[src/rtl/usart9_pkg.sv]
`timescale 1ns/1ps
package usart9_pkg;
  localparam int DW = 9;
  localparam int RW = 8;
  localparam logic [1:0] A_DATA = 2'd0;
  localparam logic [1:0] A_CTRL = 2'd1;
  localparam logic [1:0] A_STAT = 2'd2;
  localparam int C_TX8  = 0;
  localparam int C_TWO  = 1;
  localparam int C_ATTN = 2;
  localparam int C_BRK  = 3;
  localparam int C_CHLO = 4;
  localparam int C_CHHI = 5;
  localparam int C_RXIE = 6;
  typedef enum logic [1:0] {RX_IDLE, RX_START, RX_DATA, RX_STOP} rx_state_e;
endpackage

[src/rtl/usart9_tx.sv]
`timescale 1ns/1ps
module usart9_tx #(
  parameter int DW  = 9,
  parameter int OVS = 16
) (
  input  logic          clk,
  input  logic          rst_ni,
  input  logic          tick,
  input  logic          reinit,
  input  logic          req,
  input  logic [DW-1:0] data,
  input  logic          two_stop,
  output logic          line,
  output logic          taken
);
  localparam int FW = DW + 3;
  localparam int CW = $clog2(OVS);
  localparam int LW = $clog2(FW + 1);

  logic [FW-1:0] sh_q, sh_d;
  logic [CW-1:0] cnt_q, cnt_d;
  logic [LW-1:0] left_q, left_d;
  logic          busy_q, busy_d;

  assign taken = req && !busy_q && !reinit;
  assign line  = sh_q[0];

  always_comb begin
    sh_d   = sh_q;
    cnt_d  = cnt_q;
    left_d = left_q;
    busy_d = busy_q;
    if (reinit) begin
      sh_d   = '1;
      cnt_d  = '0;
      left_d = '0;
      busy_d = 1'b0;
    end else if (taken) begin
      sh_d   = {2'b11, data, 1'b0};
      cnt_d  = '0;
      left_d = two_stop ? LW'(FW) : LW'(FW - 1);
      busy_d = 1'b1;
    end else if (busy_q && tick) begin
      if (cnt_q == CW'(OVS - 1)) begin
        cnt_d  = '0;
        sh_d   = {1'b1, sh_q[FW-1:1]};
        left_d = left_q - LW'(1);
        if (left_q == LW'(1)) busy_d = 1'b0;
      end else begin
        cnt_d = cnt_q + CW'(1);
      end
    end
  end

  always_ff @(posedge clk or negedge rst_ni) begin
    if (!rst_ni) begin
      sh_q   <= '1;
      cnt_q  <= '0;
      left_q <= '0;
      busy_q <= 1'b0;
    end else begin
      sh_q   <= sh_d;
      cnt_q  <= cnt_d;
      left_q <= left_d;
      busy_q <= busy_d;
    end
  end

  // an idle shifter presents the mark level
  p_idle_mark_r1: assert property (@(posedge clk) disable iff (!rst_ni)
    !busy_q |-> line);
  // a taken byte starts with a 0 start bit on the next cycle
  p_start_bit_r1: assert property (@(posedge clk) disable iff (!rst_ni)
    taken |=> !line);
endmodule

[src/rtl/usart9_rx.sv]
`timescale 1ns/1ps
module usart9_rx
  import usart9_pkg::*;
#(
  parameter int DW  = 9,
  parameter int OVS = 16
) (
  input  logic          clk,
  input  logic          rst_ni,
  input  logic          tick,
  input  logic          reinit,
  input  logic          line,
  output logic          done,
  output logic [DW-1:0] data,
  output logic          stop_ok
);
  localparam int CW   = $clog2(OVS);
  localparam int IW   = $clog2(DW);
  localparam int HALF = OVS / 2;

  rx_state_e     st_q, st_d;
  logic [CW-1:0] cnt_q, cnt_d;
  logic [IW-1:0] idx_q, idx_d;
  logic [DW-1:0] sh_q, sh_d;
  logic          prev_q, prev_d;
  logic          done_q, done_d;
  logic          stop_q, stop_d;

  assign done    = done_q;
  assign data    = sh_q;
  assign stop_ok = stop_q;

  always_comb begin
    st_d   = st_q;
    cnt_d  = cnt_q;
    idx_d  = idx_q;
    sh_d   = sh_q;
    prev_d = prev_q;
    stop_d = stop_q;
    done_d = 1'b0;
    if (reinit) begin
      st_d   = RX_IDLE;
      cnt_d  = '0;
      idx_d  = '0;
      prev_d = 1'b1;
    end else if (tick) begin
      prev_d = line;
      case (st_q)
        RX_IDLE: begin
          if (prev_q && !line) begin
            st_d  = RX_START;
            cnt_d = '0;
          end
        end
        RX_START: begin
          if (cnt_q == CW'(HALF - 1)) begin
            st_d  = line ? RX_IDLE : RX_DATA;
            cnt_d = '0;
            idx_d = '0;
          end else begin
            cnt_d = cnt_q + CW'(1);
          end
        end
        RX_DATA: begin
          if (cnt_q == CW'(OVS - 1)) begin
            cnt_d = '0;
            sh_d  = {line, sh_q[DW-1:1]};
            if (idx_q == IW'(DW - 1)) st_d = RX_STOP;
            else idx_d = idx_q + IW'(1);
          end else begin
            cnt_d = cnt_q + CW'(1);
          end
        end
        RX_STOP: begin
          if (cnt_q == CW'(OVS - 1)) begin
            cnt_d  = '0;
            done_d = 1'b1;
            stop_d = line;
            st_d   = RX_IDLE;
          end else begin
            cnt_d = cnt_q + CW'(1);
          end
        end
        default: st_d = RX_IDLE;
      endcase
    end
  end

  always_ff @(posedge clk or negedge rst_ni) begin
    if (!rst_ni) begin
      st_q   <= RX_IDLE;
      cnt_q  <= '0;
      idx_q  <= '0;
      sh_q   <= '0;
      prev_q <= 1'b1;
      done_q <= 1'b0;
      stop_q <= 1'b1;
    end else begin
      st_q   <= st_d;
      cnt_q  <= cnt_d;
      idx_q  <= idx_d;
      sh_q   <= sh_d;
      prev_q <= prev_d;
      done_q <= done_d;
      stop_q <= stop_d;
    end
  end

  // completion is a single-cycle pulse
  p_done_pulse_r4: assert property (@(posedge clk) disable iff (!rst_ni)
    done_q |=> !done_q);
endmodule

[src/rtl/usart9_core.sv]
`timescale 1ns/1ps
module usart9_core
  import usart9_pkg::*;
#(
  parameter int OVS = 16
) (
  input  logic          clk,
  input  logic          rst_n,
  input  logic          baud_tick,
  input  logic          reg_we,
  input  logic          reg_re,
  input  logic [1:0]    reg_addr,
  input  logic [RW-1:0] reg_wdata,
  output logic [RW-1:0] reg_rdata,
  input  logic          rxd,
  output logic          txd,
  output logic          rx_irq,
  input  logic          lp_reinit
);
  logic rs_meta, rst_ni;
  always_ff @(posedge clk or negedge rst_n) begin
    if (!rst_n) {rst_ni, rs_meta} <= 2'b00;
    else        {rst_ni, rs_meta} <= {rs_meta, 1'b1};
  end

  logic rxd_m, rxd_s;
  always_ff @(posedge clk or negedge rst_ni) begin
    if (!rst_ni) {rxd_s, rxd_m} <= 2'b11;
    else         {rxd_s, rxd_m} <= {rxd_m, rxd};
  end

  logic [RW-1:0] ctrl_q, ctrl_d, txbuf_q, txbuf_d;
  logic [DW-1:0] rxbuf_q, rxbuf_d;
  logic tx_empty_q, tx_empty_d, rx_full_q, rx_full_d;
  logic fe_q, fe_d, ovr_q, ovr_d;

  logic tx_line, tx_taken, rx_done, rx_stop_ok, rx_line, loopback;
  logic [DW-1:0] rx_data;

  assign loopback = ctrl_q[C_CHHI] && ctrl_q[C_CHLO];
  assign rx_line  = loopback ? tx_line : rxd_s;

  usart9_tx #(.DW(DW), .OVS(OVS)) u_tx (
    .clk(clk), .rst_ni(rst_ni), .tick(baud_tick), .reinit(lp_reinit),
    .req(!tx_empty_q), .data({ctrl_q[C_TX8], txbuf_q}),
    .two_stop(ctrl_q[C_TWO]), .line(tx_line), .taken(tx_taken));

  usart9_rx #(.DW(DW), .OVS(OVS)) u_rx (
    .clk(clk), .rst_ni(rst_ni), .tick(baud_tick), .reinit(lp_reinit),
    .line(rx_line), .done(rx_done), .data(rx_data), .stop_ok(rx_stop_ok));

  logic wr_data, wr_ctrl, wr_stat, rd_data, accept;
  assign wr_data = reg_we && (reg_addr == A_DATA);
  assign wr_ctrl = reg_we && (reg_addr == A_CTRL);
  assign wr_stat = reg_we && (reg_addr == A_STAT);
  assign rd_data = reg_re && (reg_addr == A_DATA);
  assign accept  = rx_done && !lp_reinit && !(ctrl_q[C_ATTN] && !rx_data[DW-1]);

  always_comb begin
    ctrl_d     = ctrl_q;
    txbuf_d    = txbuf_q;
    rxbuf_d    = rxbuf_q;
    tx_empty_d = tx_empty_q;
    rx_full_d  = rx_full_q;
    fe_d       = fe_q;
    ovr_d      = ovr_q;
    if (wr_ctrl) ctrl_d = reg_wdata;
    if (wr_data) txbuf_d = reg_wdata;
    if (lp_reinit) begin
      tx_empty_d = 1'b1;
      rx_full_d  = 1'b0;
      fe_d       = 1'b0;
      ovr_d      = 1'b0;
    end else begin
      if (tx_taken) tx_empty_d = 1'b1;
      if (wr_data)  tx_empty_d = 1'b0;
      if (wr_stat) begin
        fe_d  = 1'b0;
        ovr_d = 1'b0;
      end
      if (rd_data) rx_full_d = 1'b0;
      if (accept) begin
        ctrl_d[C_ATTN] = 1'b0;
        if (rx_full_q && !rd_data) begin
          ovr_d = 1'b1;
        end else begin
          rxbuf_d   = rx_data;
          rx_full_d = 1'b1;
          fe_d      = fe_d | !rx_stop_ok;
        end
      end
    end
  end

  always_ff @(posedge clk or negedge rst_ni) begin
    if (!rst_ni) begin
      ctrl_q     <= '0;
      txbuf_q    <= '0;
      rxbuf_q    <= '0;
      tx_empty_q <= 1'b1;
      rx_full_q  <= 1'b0;
      fe_q       <= 1'b0;
      ovr_q      <= 1'b0;
    end else begin
      ctrl_q     <= ctrl_d;
      txbuf_q    <= txbuf_d;
      rxbuf_q    <= rxbuf_d;
      tx_empty_q <= tx_empty_d;
      rx_full_q  <= rx_full_d;
      fe_q       <= fe_d;
      ovr_q      <= ovr_d;
    end
  end

  always_comb begin
    case (reg_addr)
      A_DATA:  reg_rdata = rxbuf_q[RW-1:0];
      A_CTRL:  reg_rdata = ctrl_q;
      A_STAT:  reg_rdata = {3'b000, rxbuf_q[DW-1], ovr_q, fe_q, rx_full_q, tx_empty_q};
      default: reg_rdata = '0;
    endcase
  end

  assign txd    = ctrl_q[C_BRK] ? 1'b0 : tx_line;
  assign rx_irq = rx_full_q && ctrl_q[C_RXIE];

  // the transmitter taking the byte frees the buffer
  p_take_frees_r3: assert property (@(posedge clk) disable iff (!rst_ni)
    (tx_taken && !wr_data) |=> tx_empty_q);
  // a payload character under attention leaves the receive side untouched
  p_attn_drop_r5: assert property (@(posedge clk) disable iff (!rst_ni)
    (rx_done && ctrl_q[C_ATTN] && !rx_data[DW-1] && !lp_reinit && !rd_data)
      |=> ($stable(rxbuf_q) && $stable(rx_full_q)));
  // an address character under attention drops attention
  p_attn_clear_r6: assert property (@(posedge clk) disable iff (!rst_ni)
    (rx_done && ctrl_q[C_ATTN] && rx_data[DW-1] && !lp_reinit) |=> !ctrl_q[C_ATTN]);
  // overrun keeps the older character
  p_overrun_keep_r8: assert property (@(posedge clk) disable iff (!rst_ni)
    (accept && rx_full_q && !rd_data) |=> (ovr_q && $stable(rxbuf_q)));
  // state after the low-power reinitialisation pulse
  p_reinit_state_r12: assert property (@(posedge clk) disable iff (!rst_ni)
    lp_reinit |=> (tx_empty_q && !rx_full_q && !fe_q && !ovr_q && (txd || ctrl_q[C_BRK])));
endmodule

[config.mk]
export PLATFORM = sky130hd
export DESIGN_NAME = usart9_core
export DESIGN_NICKNAME = d
export VERILOG_FILES = /design/src/rtl/usart9_pkg.sv /design/src/rtl/usart9_tx.sv /design/src/rtl/usart9_rx.sv /design/src/rtl/usart9_core.sv
export SDC_FILE = /design/constraint.sdc
export NUM_CORES = 1
export LEC_CHECK = 0
export BUFFER_PORTS_ARGS = -buffer_cell sky130_fd_sc_hd__buf_2
export CAP_MARGIN = 30
export CELL_PAD_IN_SITES_DETAIL_PLACEMENT = 0
export CELL_PAD_IN_SITES_GLOBAL_PLACEMENT = 1
export CORE_ASPECT_RATIO = 1.4
export CORE_MARGIN = 4
export CORE_UTILIZATION = 53
export CTS_BUF_LIST = sky130_fd_sc_hd__clkbuf_4 sky130_fd_sc_hd__clkbuf_8
export CTS_CLUSTER_SIZE = 28
export DETAILED_ROUTE_END_ITERATION = 10
export PLACE_DENSITY_LB_ADDON = 0.1
export REMOVE_ABC_BUFFERS = 1
export SLEW_MARGIN = 20
export SYNTH_ARGS = -nofsm -noshare
export SYNTH_HDL_FRONTEND = slang
export SYNTH_SLANG_ARGS = --single-unit
export TNS_END_PERCENT = 50
[constraint.sdc]
create_clock -name clk -period 5.9 [get_ports clk]
set_clock_uncertainty 0.15 [all_clocks]
set_input_delay 0.59 -clock clk [delete_from_list [all_inputs] [get_ports clk]]
set_output_delay 0.59 -clock clk [all_outputs]
set_load 0.005 [all_outputs]
# Word-level counts from Yosys, hierarchy flattened
# Index checks and enable logic that the tools add are counted.
word_totals:
  ff_bits: 76
  in_bits: 17
  output_inout_bits: 10
  wordCells: 152
classes:
  add_sub_neg: 4
  n_eq_ne: 16
  muxes: 67
  n_bitwise: 3
  reduce_logical: 39
ops:
  columns: ["operator", "n"]
  rows:
  - ["4-bit 2-to-1 mux", 18]
  - ["12-bit 2-to-1 mux", 4]
  - ["1-bit 2-to-1 mux", 31]
  - ["8-bit one-hot mux with 3 select lines", 1]
  - ["2-bit 2-to-1 mux", 8]
  - ["3-bit by 2-bit inequality test with 1-bit output, second input constant", 5]
  - ["3-bit nonzero test", 5]
  - ["1-bit logical AND", 14]
  - ["4-bit by 1-bit adder with 4-bit output, second input constant", 3]
  - ["4-bit == test, second input constant", 3]
  - ["4-bit one-hot mux with 3 select lines", 1]
  - ["1-bit zero test", 8]
  - ["2-bit one-hot mux with 4 select lines", 1]
  - ["4-bit one-hot mux with 2 select lines", 1]
  - ["4-bit AND reduction", 2]
  - ["2-bit == test, second input constant", 3]
  - ["3-bit 2-to-1 mux", 2]
  - ["3-bit AND reduction", 2]
  - ["6-bit AND reduction", 1]
  - ["5-bit AND reduction", 1]
  - ["2-bit by 1-bit == test with 1-bit output, second input constant", 2]
  - ["4-bit by 1-bit == test with 1-bit output, second input constant", 1]
  - ["4-bit by 3-bit == test with 1-bit output, second input constant", 1]
  - ["2-bit zero test", 2]
  - ["7 further kinds", 9]

# Depth between registers and ports, before layout
# Gate-level depths: netlist of run 1.
logic_depth:
  ltp_word: 8
  mapped_depth: 6
  ltp_nobuf: 6

# Cells and area by module
# Synthesis of run 1 repeated with hierarchy kept, for this count alone.
unflattened:
  cells_unflattened: 320
  area_unflattened_um2: 3613.5
by_module_without_submodules:
  columns: ["module", "instances", "cells_each", "area_each_um2", "seq_area_each_um2"]
  rows:
  - ["usart9_core", 1, 106, 1430.1, 829.5]
  - ["usart9_rx", 1, 101, 1144.8, 553.0]
  - ["usart9_tx", 1, 113, 1038.5, 488.0]

# Worst setup path before layout of run 1
# No wires, ideal clock.
synth_path:
  kind: "input-to-reg"
  start: "in reg_addr[1]"
  end: "reg rxbuf_q[0]"
  setup_ns: 0.125
  arrival_ns: 1.984
  path_slack_ns: 3.641
  path_stages: 3
  path_buffers: 0
  path_cell_list: "or3b_4 > a2111oi_4 > mux2_2"
synth_between:
  elab_chain_len: 6
synth_rtl:
  columns: ["item", "line", "rtl"]
  rows:
  - ["start: declaration", "usart9_core.sv:12", "input logic [1:0] reg_addr,"]
  - ["2-bit zero test", "usart9_core.sv:56", "assign rd_data = reg_re && (reg_addr == A_DATA);"]
  - ["1-bit logical AND", "usart9_core.sv:56", null]
  - ["1-bit zero test", "usart9_core.sv:84", "if (rx_full_q && !rd_data) begin"]
  - ["1-bit logical AND", "usart9_core.sv:84", null]
  - ["1-bit inverter (no source line)", null, null]
  - ["3-bit AND reduction (no source line)", null, null]
  - ["end signal: assignment", "usart9_core.sv:107", "rxbuf_q <= rxbuf_d;"]
  - ["end: declaration", "usart9_core.sv:33", "logic [DW-1:0] rxbuf_q, rxbuf_d;"]
# Every way passes these cells.
# A chain may end at the register's enable or synchronous reset.

# Final worst setup path of run 1
layout_path:
  start: "in reg_addr[0]"
  end: "reg rxbuf_q[8]"
# The elaborated chain is that of the path after synthesis.

==> results.md, run 1 <==
* Port Buffers at 26
* Post-synth EDFFs at 0
* Fin crit period at 2.31 ns
* Final worst-path cycle share at between 30% and 40%
* DRC at 0
* Worst Tran Pin Value at between 0.7 and 0.8 ns
* Die area at about 0.008 mm^2
* Final nets at about 370
* Cells after Synth at between 300 and 400
* Initial antenna violation count at 0
* PnR worst setup slack at between 3 and 4 ns
* Total CTS buffers at 9
* H-tree levels at 3
* Crit Path Max Fanout at 12
* Reg2reg start: u_rx.cnt_q[0]
* Finished Cell Area at ~0.0039 mm^2
* Number of vias per cell at around 5.9
* Vias after detailed routing at roughly 2,500
* Place WS at roughly 3.3 ns
* Crit end category: register
* Seq/Total Area, Yosys at ~54%
* Worst vdd rail ir drop at 0.200 mV
* Yosys cell types at 50
* WL final at 7210 um
* Post-DRT Antenna Nets at 0
* Grt total ovfl at 0
* Number of post-CTS setup repair buffers at 0
* Final Setup Violations at 0
* Core Box Area at 0.00630 mm^2
* Layout cells sized above 1 at just under 30%
* Sequential Power Share at between 50% and 60%
* Clock slew at reported path FFs at about 0.080 ns
* Worst skew pair latency at 0.34 ns
* Sw Ratio at a little over a quarter
* GPL Wtd Cong at 0.803
* Clock Sinks at 74
* All-Layer GR Usage at approximately 19%
* Die X at between 70 and 80 um
* Ys flop type: dfrtp_1
* 1st-iter DRT viols at between 200 and 250
* First drt pass iteration count at 4
* Vias in the first global route at around 2,500
* Outcome: completed
* Mapped Avg Cell Area at between 10 and 15 um^2
* Crit-path cells: buf_2 > or3b_4 > a2111oi_4 > mux2_2
* Asr flop ratio synth at 100%
* Starting Density at around 55%
* CP max stage delay at approximately 0.73 ns
* Die height at 104 um
* Internal power at 0.000812 W
* Comb pwr share at around 11%
* Lkg Pwr at approximately 1.8 nW
* Antenna fix cells at 0
* Max-cap check violation count at 0
* Post-DP HPWL at 4890 um
* Placed cell areas at between 0.003 and 0.004 mm^2
* WL/cell at between 15 and 20 um
* Yosys warns at 0
* Syn-to-layout area delta at 12.1%
* First-pass GRT wire length at 12,300 um
* Clock group share of total power at ~36%
* CP startpoint: reg_addr[0]
* CTS tree: yes
* Crit Path Class: input port to register
* Final Max Tran Viols at 0
* Cell Pwr Density at about 280 mW/mm^2
* P_sw at ~0.00029 W
* Startpoint types: input port
* Mapped cell area at 0.00347 mm^2
* Maximum root-to-sink buffer count at 2
* Largest net degree at the start of global routing at 73
* Slew HR at about half
* Slowest-stage cell, CP: a2111oi_4
* Root buffer cell: clkbuf_8
* Post-Route Setup TNS at 0 ns
* # IOs at 27
* Register bit total from synthesis at between 70 and 80
* Critical path data arrival time at ~2.4 ns
* Row cnt at 34
* RSZ-0062 raised after global routing: no
* Peak Freq at 0.434 GHz
* Fin. Hold Viols at 0
* Hold WC Path Type: register to asynchronous set/reset pin
* Worst EP required at between 5 and 6 ns
-- cell type report --
cell class	instances	area, um^2
fillers	542	2410
flip-flops and latches	74	1870
multi-input cells	217	1500
repair buffers	30	183
clock buffers	11	145
well taps	72	90.1
clock inverters	5	55.1
inverters	11	41.3
-- Yosys cell counts (all sizes together) (2+ instances only) --
master,instances,area share (%)
nand2b,6,1.1
a21o,2,0.43
nand3,9,1.3
or2,2,0.36
dfrtp,59,43
inv,10,1.1
a2111oi,3,1.3
mux2i,9,2.6
and3,3,0.54
nand2,21,2.3
a21oi,24,3.5
nor2,24,2.6
nor3,6,0.87
nor2b,5,0.90
or3,5,0.90
mux2,33,11
nand3b,2,0.43
ha,6,2.2
o21ai,19,2.7
dfstp,15,11
a22o,2,0.50
o22ai,9,1.6
a31oi,2,0.36
clkbuf,13,1.4
a31o,3,0.76
-- metrics by stage --
step	util [%]	hold WS, ns	instances	power, W
final	61.8	0.0521	420	0.00110
after CTS	61.3	0.184	419	0.00110
after global placement	58.0	0.192	402	0.000704
after global routing	61.8	0.0790	420	0.00115
after detailed placement	58.0	0.192	402	0.000707
after floorplan	-	0.144	302	0.000657
-- timing repair --
item / 4_1_cts / 5_1_grt
endpoints found under the hold margin: 2 / 0
hold buffers: 1 / 0
resized for setup: 0 / 0
-- state kept, by name, indices dropped and copies added (netlist names), 2 cells and up --
register,count
u_tx.sh_q,10
rxbuf_q,9
u_rx.data,9
ctrl_q,8
txbuf_q,8
u_rx.cnt_q,4
u_rx.idx_q,4
u_tx.cnt_q,4
u_tx.left_q,4
u_rx.st_q,2
-- routing by layer --
metal  routed length, um  vias up  GRT usage [%]
li1                    -     1188              -
met1                3240     1221           25.5
met2                3610       42           31.7
met3                 255        6           3.99
met4                  97        0           7.38
met5                   0        -              0
-- cell usage in the layout (no fill, tap or decap), drive strengths merged, types with 3 or more instances in the layout --
cell type	netlist	routed
a2111oi	3	3
a21oi	24	24
a31o	3	3
and3	3	3
buf	1	29
clkbuf	13	11
clkinv	1	3
dfrtp	59	59
dfstp	15	15
ha	6	6
inv	10	10
mux2	33	33
mux2i	9	9
nand2	21	21
nand2b	6	6
nand3	9	9
nor2	24	24
nor2b	5	5
nor3	6	6
o21ai	19	19
o22ai	9	9
or3	5	5
-- path summary, 6_finish.rpt --
path	to	slack, ns	cells past startpoint
max in group asynchronous	rxd_s	4.95	2
worst min register to register	txbuf_q[3]	0.05	1
worst max-delay path	rxbuf_q[8]	3.59	4
worst min-delay path	txbuf_q[3]	0.05	1
worst max register to register	u_rx.idx_q[0]	3.78	5
min in group clk	rxd_m	0.20	1
-- power by group through the flow --
| stage | logic (W) | clock network (W) | registers [W] |
|---|---|---|---|
| finish | 0.000120 | 0.000397 | 0.000579 |
| global route | 0.000137 | 0.000431 | 0.000585 |
| CTS | 0.000120 | 0.000405 | 0.000579 |
| detailed placement | 0.000118 | 0 | 0.000589 |
| global placement | 0.000116 | 0 | 0.000588 |
| floorplan | 0.0000752 | 0 | 0.000582 |
-- worst max-delay path: cells and delay by family --
family	cells	cell delay (ns)
buffers and inverters	1	0.20
AND/OR/NAND/NOR	1	0.42
multiplexers	1	0.42
AO/OA/AOI/OAI	1	0.73
-- cells by family after synthesis --
| family | share of synthesized area, % |
|---|---|
| compound gates | 14.7 |
| xor+xnor | 0.252 |
| fa+ha+maj | 2.16 |
| buf+inv | 2.74 |
| flops | 53.9 |
| mux | 13.3 |
| other cells | 0.108 |
| simple gates | 12.8 |
Note: power is estimated with default switching activity, not from simulation.
==> run 2: changes to the inputs <==
Settings changed: CORE_UTILIZATION 53 to 45.
Clock period 5.9 ns to 1.9 ns, I/O delays scaled along.
==> run 2 against run 1 <==
  * Worst hold slack better by 0.083 ns
  * Sequential share of layout area down 3.8 points
  * Total power rose to 3.3 times the previous value
  * Register-to-register slack worse by 3.7 ns
  * Clock-buffer cell count unchanged
  * Clock power rose to 3.5 times the previous value
  * Flip-flop and latch count unchanged
  * Combinational power rose to 3.7 times the previous value
  * Final area up 8.7%
  * Critical endpoint is now u_rx.idx_q[0]
  * Largest power group unchanged
  * Highest routed layer unchanged
==> results.md, run 2 (synthesis results as in run 1) <==
* 1st-iter DRT viols at 97 (-52%)
* Vias in the first global route at 2,557 (+3.6%)
* Most common cell after layout, fill and taps aside: dfrtp_1
* R2R cell count at 6 (+1)
* Reg2reg start: u_rx.idx_q[0]
* DRC at 0 (unchanged)
* Layout cells sized above 1 at 33.4% (+3.8 points)
* Worst skew pair latency at 0.35 ns (about the same)
* Final core area utilization at 56.7% (-5.1 points)
* Max-cap check violation count at 0 (unchanged)
* Root buffer cell: clkbuf_8
* Power Total at 0.00359 W (+230%)
* Syn-to-layout area delta at 21.9%
* Starting Density at 46.6% (-8.6 points)
* Lkg Pwr at 1.92 nW (+9.6%)
* Core Box Area at 0.00745 mm^2 (+18%)
* Final worst-path cycle share at between 90 and 100%
* Hold Startpoint: baud_tick
* Final Setup Violations at 0 (unchanged)
* Total CTS buffers at 9 (unchanged)
* Post-DRT Antenna Nets at 0 (unchanged)
* Sw Ratio at 24.9% (-1.1 points)
* Worst EP required at 1.99 ns (-3.98 ns)
* Crit Path Max Fanout at 4 (-8)
* Die X at 82.2 um (+7.6%)
* Maximum root-to-sink buffer count at 2 (unchanged)
* Number of vias per cell at 5.34 (-8.8%)
* # IOs at 27 (unchanged)
* Crit Path Class: register to register
* Fillers at 672 (+24%)
* Clock group share of total power at 38.0% (+1.8 points)
* Peak Freq at around 0.55 GHz
* Internal power at 0.00270 W (+230%)
* CTS tree: yes
* Fin. Hold Viols at 0 (unchanged)
* RSZ-0062 raised after global routing: yes
* Final nets at 398 (+8.7%)
* Startpoint types: register
* Final Max Tran Viols at 0 (unchanged)
* Hold Path Sink: u_rx.st_q[1]
* Clock Sinks at 74 (unchanged)
* Fin crit period at ~1.8 ns
* Die height at 112 um (+7.9%)
* Initial antenna violation count at 0 (unchanged)
* Sequential Power Share at 49.6% (-3.2 points)
* H-tree levels at 3 (unchanged)
* Largest net degree at the start of global routing at 73 (unchanged)
* Hold WC Path Type: input port to register
* Row cnt at 37 (+8.8%)
* WL/cell at 15.8 um (-7.7%)
* All-Layer GR Usage at 18.2% (-1.3 points)
* Largest register FFs at 10 (unchanged)
* Vias after detailed routing at 2,545 (+3.6%)
* Comb pwr share at 12.4% (+1.5 points)
* Port Buffers at 26 (unchanged)
* Post-DP HPWL at 5370 um (+9.7%)
* Outcome: completed
* Die area at 0.00920 mm^2 (+16%)
* Critical path data arrival time at 1.91 ns (-0.46 ns)
* WL final at 7560 um (+4.9%)
* Hold Path Cell Cnt at 4
* P_sw at 0.000893 W (+210%)
* Cell Pwr Density at 850 mW/mm^2 (+200%)
* Crit end category: register
* Antenna fix cells at 0 (unchanged)
* First drt pass iteration count at 4 (unchanged)
* Worst vdd rail ir drop at 0.464 mV (+130%)
* Commonest non-fill, non-tap cells in the layout: dfrtp_1 (58), mux2_2 (33), buf_2 (26), nor2_1 (23), a21oi_1 (23)
* Largest Register: u_tx.sh_q
* Number of post-CTS setup repair buffers at 0 (unchanged)
* Clock slew at reported path FFs at 0.07 ns (about the same)
* Grt total ovfl at 0 (unchanged)
* R2r setup slk at 0.08 ns (-3.70 ns)
* GPL Wtd Cong at 0.804 (+0.14%)
* Reg2reg end: u_rx.idx_q[0]
* First-pass GRT wire length at 12,600 um (+2.7%)
-- run 2: per-layer routing --
metal | share of wire [%] | up-vias | track usage, %
li1 | - | 1254 | -
met4 | 1.9 | 0 | 8.09
met2 | 49 | 38 | 28.2
met5 | 0 | - | 0
met1 | 46 | 1241 | 23.6
met3 | 3.1 | 12 | 4.69
-- run 2: how the worst max path moves through the flow --
| stage | start | to | slack [ns] |
|---|---|---|---|
| after detailed placement | reg_addr[1] | rxbuf_q[1] | -0.02 |
| final | u_rx.idx_q[0] | u_rx.idx_q[0] | 0.08 |
| after floorplan | rst_ni | ctrl_q[0] | -0.44 |
| after global routing | u_tx.cnt_q[0] | u_tx.sh_q[0] | -0.04 |
| after CTS | u_rx.cnt_q[1] | u_rx.idx_q[1] | 0.01 |
| after global placement | reg_addr[1] | rxbuf_q[6] | 0.007 |
-- run 2: worst max-delay path: stages, from the launching register on --
cell and delay [ns]:
dfrtp_1 0.40, inv_1 0.06, ha_1 0.19, and3b_1 0.19, o22ai_1 0.29, a31oi_1 0.16
mux2_2 0.28
-- run 2: stage by stage --
stage	setup TNS (ns)	std cells	setup WS (ns)	cell area (um^2)	hold slack (ns)
floorplan	-25.30	302	-0.437	3420	-0.256
detailed placement	-0.0592	449	-0.0196	3870	-0.174
CTS	0	477	0.0116	4220	0.103
global placement	0	449	0.00659	3870	-0.176
global route	-0.0700	477	-0.0351	4230	0.141
finish	0	477	0.0795	4230	0.135
-- run 2: cell type report --
class / instances / area (um^2) / share of cell area, %
Tap cell: 97 / 121 / 2.87
Clock buffer: 11 / 145 / 3.43
Clock inverter: 5 / 77.6 / 1.83
Timing Repair Buffer: 62 / 455 / 10.8
Inverter: 11 / 41.3 / 0.977
Multi-Input combinational cell: 217 / 1520 / 35.8
Sequential cell: 74 / 1870 / 44.3
-- run 2: repair_timing --
item	4_1_cts	5_1_grt
setup endpoints to repair	0	17
gates resized for setup	0	3
hold endpoints to repair	20	0
hold buffers	12	0
-- run 2: power groups by stage --
| stage | Sequential, W | Combinational [W] | Clock, W |
|---|---|---|---|
| final | 0.00178 | 0.000444 | 0.00137 |
| after global routing | 0.00180 | 0.000499 | 0.00149 |
| after CTS | 0.00179 | 0.000450 | 0.00141 |
| after detailed placement | 0.00181 | 0.000430 | 0 |
| after global placement | 0.00181 | 0.000421 | 0 |
| after floorplan | 0.00181 | 0.000234 | 0 |
